<file path="src/rtl/burst_pkg.sv">
// Shared types for the burst power sequencer.
package burst_pkg;
    // Sequencer phases
    typedef enum logic [1:0] {
        PH_IDLE = 2'd0,  // converter shut down
        PH_WAKE = 2'd1,  // waiting for power-up plus acquisition
        PH_CONV = 2'd2,  // conversion request outstanding
        PH_OUT  = 2'd3   // result offered downstream
    } burst_ph_t;
endpackage

</file>
<file path="src/rtl/wake_timer.sv">
// Wake timer: after a start strobe, raises done once CYC edges have passed.
// Assumes CYC >= 1 and that start is not pulsed while the timer runs.
module wake_timer #(
    parameter int CYC = 36
) (
    input  logic clk,
    input  logic rst_n,
    input  logic start,
    output logic done
);
    localparam int CW = $clog2(CYC + 1);

    logic [CW-1:0] cnt;
    logic          run;

    // Load on start, count down to zero, stop after done.
    always_ff @(posedge clk) begin
        if (!rst_n) begin
            cnt <= '0;
            run <= 1'b0;
        end else if (start) begin
            cnt <= CW'(CYC - 1);
            run <= 1'b1;
        end else if (run) begin
            if (cnt == '0) run <= 1'b0;
            else           cnt <= cnt - 1'b1;
        end
    end

    // Done is high in the last cycle of the wait.
    always_comb done = run && (cnt == '0);
endmodule

</file>
<file path="src/rtl/slot_mux.sv">
// Slot selector: picks one channel address out of a packed slot list.
// Assumes idx < SLOTS. Out-of-range indices return slot 0.
module slot_mux #(
    parameter int SLOTS = 8,
    parameter int CH_W  = 3
) (
    input  logic [SLOTS*CH_W-1:0]       list,
    input  logic [$clog2(SLOTS+1)-1:0]  idx,
    output logic [CH_W-1:0]             ch
);
    logic [CH_W-1:0] slot [SLOTS];

    genvar g;
    generate
        for (g = 0; g < SLOTS; g++) begin : g_unpack
            assign slot[g] = list[g*CH_W +: CH_W];
        end
    endgenerate

    // Select the indexed slot.
    always_comb begin
        ch = slot[0];
        for (int i = 0; i < SLOTS; i++)
            if (idx == ($clog2(SLOTS+1))'(i)) ch = slot[i];
    end
endmodule

</file>
<file path="src/rtl/sat_counter.sv">
// Saturating event counter: adds one per inc strobe, holds at all-ones.
module sat_counter #(
    parameter int W = 8
) (
    input  logic         clk,
    input  logic         rst_n,
    input  logic         inc,
    output logic [W-1:0] cnt
);
    // Increment unless already at the maximum.
    always_ff @(posedge clk) begin
        if (!rst_n)                  cnt <= '0;
        else if (inc && (cnt != '1)) cnt <= cnt + 1'b1;
    end
endmodule

</file>
<file path="src/rtl/burst_pwr_ctrl.sv">
// Burst-mode power sequencer for an external multichannel converter.
// On tick it wakes the converter, waits WAKE_CYC cycles, discards the first
// conversion after reset, runs cfg_len conversions over the slot list and
// powers down once the last result is taken. Assumes the bus interface block
// holds conv_ack for a single cycle per request and observes the
// converter's minimum acquisition time between requests.
module burst_pwr_ctrl
    import burst_pkg::*;
#(
    parameter int DATA_W        = 8,
    parameter int CH_W          = 3,
    parameter int SLOTS         = 8,
    parameter int LEN_W         = 4,
    parameter int OVR_W         = 8,
    parameter int CLK_PERIOD_NS = 10,
    parameter int WAKE_NS       = 360
) (
    input  logic                  clk,
    input  logic                  rst_n,
    input  logic                  tick,
    input  logic [LEN_W-1:0]      cfg_len,
    input  logic [SLOTS*CH_W-1:0] cfg_list,
    output logic                  conv_awake,
    output logic                  conv_req,
    output logic [CH_W-1:0]       conv_ch,
    input  logic                  conv_ack,
    input  logic [DATA_W-1:0]     conv_data,
    output logic                  res_valid,
    input  logic                  res_ready,
    output logic [DATA_W-1:0]     res_data,
    output logic [CH_W-1:0]       res_chan,
    output logic [OVR_W-1:0]      overrun_cnt
);
    localparam int WAKE_RAW = (WAKE_NS + CLK_PERIOD_NS - 1) / CLK_PERIOD_NS;
    localparam int WAKE_CYC = (WAKE_RAW < 1) ? 1 : WAKE_RAW;
    localparam int IDX_W    = $clog2(SLOTS + 1);

    burst_ph_t             ph;
    logic [IDX_W-1:0]      idx;
    logic [IDX_W-1:0]      len_q;
    logic [IDX_W-1:0]      sel_idx;
    logic [SLOTS*CH_W-1:0] list_q;
    logic                  primed;
    logic                  discard;
    logic                  start;
    logic                  wake_done;
    logic [IDX_W-1:0]      len_eff;
    logic                  take;
    logic                  last;

    // Clamp requested length to the slot count.
    always_comb begin
        if (cfg_len > LEN_W'(SLOTS)) len_eff = IDX_W'(SLOTS);
        else                         len_eff = IDX_W'(cfg_len);
    end

    // Burst start and handshake qualifiers.
    always_comb begin
        start = (ph == PH_IDLE) && tick && (cfg_len != '0);
        take  = (ph == PH_CONV) && conv_ack;
        last  = (idx + 1'b1) == len_q;
    end

    // Main phase sequencing and burst bookkeeping.
    always_ff @(posedge clk) begin
        if (!rst_n) begin
            ph         <= PH_IDLE;
            idx        <= '0;
            len_q      <= '0;
            list_q     <= '0;
            primed     <= 1'b0;
            discard    <= 1'b0;
            conv_awake <= 1'b0;
        end else begin
            unique case (ph)
                PH_IDLE: if (start) begin
                    ph         <= PH_WAKE;
                    idx        <= '0;
                    len_q      <= len_eff;
                    list_q     <= cfg_list;
                    discard    <= !primed;
                    conv_awake <= 1'b1;
                end
                PH_WAKE: if (wake_done) ph <= PH_CONV;
                PH_CONV: if (conv_ack) begin
                    if (discard) begin
                        discard <= 1'b0;
                        primed  <= 1'b1;
                    end else begin
                        ph <= PH_OUT;
                    end
                end
                PH_OUT: if (res_ready) begin
                    if (last) begin
                        ph         <= PH_IDLE;
                        conv_awake <= 1'b0;
                    end else begin
                        idx <= idx + 1'b1;
                        ph  <= PH_CONV;
                    end
                end
                default: ph <= PH_IDLE;
            endcase
        end
    end

    // Request and result-valid flags follow the phase.
    always_comb begin
        conv_req  = (ph == PH_CONV);
        res_valid = (ph == PH_OUT);
        sel_idx   = discard ? '0 : idx;
    end

    // Capture a kept sample and its channel tag.
    always_ff @(posedge clk) begin
        if (!rst_n) begin
            res_data <= '0;
            res_chan <= '0;
        end else if (take && !discard) begin
            res_data <= conv_data;
            res_chan <= conv_ch;
        end
    end

    wake_timer #(.CYC(WAKE_CYC)) u_wake (
        .clk   (clk),
        .rst_n (rst_n),
        .start (start),
        .done  (wake_done)
    );

    slot_mux #(.SLOTS(SLOTS), .CH_W(CH_W)) u_slot (
        .list (list_q),
        .idx  (sel_idx),
        .ch   (conv_ch)
    );

    sat_counter #(.W(OVR_W)) u_ovr (
        .clk   (clk),
        .rst_n (rst_n),
        .inc   (tick && (ph != PH_IDLE)),
        .cnt   (overrun_cnt)
    );
endmodule

</file>
<file path="config.mk">
export PLATFORM = sky130hd
export DESIGN_NAME = burst_pwr_ctrl
export DESIGN_NICKNAME = d
export VERILOG_FILES = /design/src/rtl/burst_pkg.sv /design/src/rtl/wake_timer.sv /design/src/rtl/slot_mux.sv /design/src/rtl/sat_counter.sv /design/src/rtl/burst_pwr_ctrl.sv
export SDC_FILE = /design/constraint.sdc
export NUM_CORES = 1
export LEC_CHECK = 0
export BUFFER_PORTS_ARGS = -buffer_cell sky130_fd_sc_hd__buf_2
export CAP_MARGIN = 30
export CORE_MARGIN = 8
export CORE_UTILIZATION = 48
export CTS_CLUSTER_DIAMETER = 120
export DETAILED_ROUTE_END_ITERATION = 10
export PLACE_DENSITY = 0.75
export SETUP_SLACK_MARGIN = 0.1
export SKIP_LAST_GASP = 1
export SYNTH_ARGS = -nofsm -noshare
export SYNTH_HDL_FRONTEND = slang
export SYNTH_SLANG_ARGS = --single-unit
export TNS_END_PERCENT = 20
</file>
<file path="constraint.sdc">
create_clock -name clk -period 1.7 [get_ports clk]
set_clock_uncertainty 0.05 [all_clocks]
set_input_delay 0.17 -clock clk [delete_from_list [all_inputs] [get_ports clk]]
set_output_delay 0.17 -clock clk [all_outputs]
set_load 0.03 [all_outputs]
</file>
==> summary.txt <==
Outcome
  • Status: complete, but fails checks
  • Failing checks: negative setup slack

Routing
  • DRT antenna net count: 0
  • Met3 Routed Length: 386 um
  • DRT met1 WL: 3230 um
  • Routed wire length per instance: 14.3 um
  • First-pass DRT Iterations: 4
  • Max layer used: met4
  • Via count: between 2000 and 3000
  • Routed WL: approximately 7700 um
  • DR iter-0 viols: between 100 and 150
  • Vias per cell: 5.32
  • WL met2: 3860 um
  • Remaining DRCs: 0

Setup path
  • WP data arrival: between 2 and 2.5 ns
  • Crit Path Max Fanout: 2
  • CP top delay family: compound AO/OA/AOI/OAI gates
  • Crit path launch type: flip-flop
  • Critical path buffers and inverters: 1
  • Crit Path Category: reg2out
  • Crit-path cells: or3_4, or2_1, a222oi_1, o2bb2ai_1, o31ai_2, buf_4
  • Slowest stage delay, CP: 0.42 ns
  • CP Capture Type: output pin
  • WP data required: 1.48 ns
  • Critical-path top delay cell: a222oi_1

Floorplan
  • Num rows: 28
  • Die height: 93.5 um
  • Initial core utilization: 0.493
  • Die area: 0.00874 sq mm
  • I/O pins: 66
  • Core Box Area: 0.00585 sq mm
  • Die Wd: roughly 93 um

Yosys
  • Syn_area_per_cell: 7.92 sq um
  • FFs w/ async S/R, synth: 0
  • Register bit count reported by yosys: 63
  • Yosys cell types: 49
  • Mapped Nets: approximately 400
  • Synth Instances: 364
  • Ys Warns: 0
  • Mapped cell area: roughly 0.0029 sq mm
  • Primary FF master, synth: dfxtp_1
  • Seq/Total Area, Yosys: 0.438
  • Post-synth EDFFs: 0

GRT
  • All-layer global routing usage: 0.177
  • Initial antenna violation count: 0
  • Grt ovf: 0
  • Largest net degree at the start of global routing: 38
  • Vias in the first global route: 2867
  • First-pass GRT wire length: 12500 um

Power and ir drop
  • Total power: ~3.6 mW
  • Lkg Pwr: 1.65 nW
  • VDD IR max: just under 600 uV
  • Power Dens Cells: 900 mW/mm^2

STA
  • Fin. max-slew vios: 0
  • Crit share post-route: 1.35
  • Min cycle time layout: 2.29 ns
  • Slew @ Worst Pin: 0.418 ns
  • Final setup vio count: 11
  • RSZ-0062 raised after global routing: true
  • Fmax: 437 MHz
  • Slew headroom: 0.718
  • Hold Vio Cnt, Final: 0
  • Final WS setup: -0.588 ns
  • Hold WS: 0.0157 ns

Layout
  • P&R area growth vs syn: 37.6%
  • Most common cell after layout, fill and taps aside: nand2_1
  • Filler instances: 472
  • Most frequent cells in the layout: nand2_1 (78), buf_2 (62), dfxtp_1 (59)
  • # nets final: 503
  • Post-Layout Cell Count: 539
  • Layout cells sized above 1: 0.338
  • Diodes inserted: 0

Run
  • MaxCap Viol Count: 0

CTS
  • Worst-path clk slew: 0.07 ns
  • Clk Latency, worst-skew pair: 0.33 ns
  • Num Clock Sinks: 63
  • CTS tree: done
  • TritonCTS Buffers: 9
  • Clock root buffer: clkbuf_8
  • CTS Buffer Depth: 2
  • H-Tree Depth: 3
  • Hold_buf cts: 0

Hold path
  • Hold WC Path Type: in2reg

Placed design
  • Placer Congestion: 0.885
  • Final HPWL DP: 5530 um
  • Count of buffers from port buffering: 65
  • Dpl cells: 517
[layout make-up]
| type | count | area [sq um] | area share |
|---|---|---|---|
| Tap cell | 75 | 93.8 | 0.0237 |
| Sequential cell | 63 | 1270 | 0.321 |
| Timing Repair Buffer | 104 | 662 | 0.167 |
| Clock buffer | 12 | 135 | 0.0341 |
| Clock inverter | 4 | 70.1 | 0.0177 |
| Inverter | 11 | 41.3 | 0.0104 |
| Multi-Input combinational cell | 270 | 1690 | 0.427 |
[sequential cells by signal, summed over array words and instances (netlist names)]
name / cells
u_wake.cnt: 6
u_wake.run: 1
primed: 1
res_chan: 3
conv_awake: 1
res_data: 8
u_ovr.cnt: 8
ph: 2
discard: 1
idx: 4
len_q: 4
list_q: 24
[stage by stage]
stage | instance area (sq um) | util | setup WS [ns] | TNS, ns
5_1_grt | 3970 | 0.678 | -0.637 | -3.64
6_report | 3970 | 0.678 | -0.588 | -2.59
4_1_cts | 3760 | 0.643 | -0.561 | -2.15
3_5_place_dp | 3530 | 0.604 | -0.223 | -1.08
3_3_place_gp | 3530 | 0.604 | -0.193 | -0.767
2_1_floorplan | 2940 | - | -0.0500 | -0.289
[tightest hold or removal path, cell delays in order]
cell	delay (ns)
buf_2	0.09
nand2_1	0.04
a21oi_1	0.05
[power breakdown]
part           total, mW  leakage, nW  switching [mW]  internal (mW)
clock network       1.39        0.104           0.562          0.823
logic              0.561         1.03           0.305          0.257
registers           1.62        0.516          0.0661           1.56
total               3.57         1.65           0.933           2.64
[cells by family (layout without fill, tap and decap cells)]
kind of cell	Yosys count	count (layout)	synth area share
flip-flops	63	63	0.438
adder cells (fa/ha/maj)	3	3	0.0130
AND/OR/NAND/NOR	159	159	0.251
XOR/XNOR	17	17	0.0517
AO/OA/AOI/OAI	85	85	0.180
multiplexers	6	6	0.0261
buffers and inverters	31	131	0.0412
[path summary, 6_finish.rpt]
check | depth (start not counted) | start | slack (ns) | to
worst max-delay path | 6 | idx[2]$_SDFFE_PN0P_ | -0.59 | conv_ch[2]
worst min-delay path | 3 | cfg_list[16] | 0.02 | list_q[16]$_SDFFE_PN0P_
worst max register to register | 7 | idx[2]$_SDFFE_PN0P_ | -0.36 | res_chan[2]$_SDFFE_PN0P_
worst min register to register | 2 | res_data[6]$_SDFFE_PN0P_ | 0.40 | res_data[6]$_SDFFE_PN0P_
[cell usage after synthesis, drive strengths merged (5+ instances only)]
master | instances | share of area
o22ai | 5 | 0.011
xor2 | 7 | 0.021
dfxtp | 63 | 0.44
nor2 | 32 | 0.042
xnor2 | 10 | 0.030
nand2 | 79 | 0.10
nand3 | 9 | 0.016
clkbuf | 18 | 0.023
and3 | 5 | 0.011
nand2b | 5 | 0.011
o21ai | 10 | 0.017
inv | 11 | 0.014
a21oi | 46 | 0.080
[what timing repair did]
action | in CTS | in global routing
pin swaps | 1 | 13
resized for setup | 5 | 36
setup buffers | 1 | 5
setup endpoints to repair | 16 | 31
[layer usage]
metal  track usage  vias up
li1              -     1439
met1         0.197     1346
met2         0.302       63
met3        0.0425       20
met4        0.0966        0
met5             0        -
Note: power is estimated with default switching activity, not from simulation.
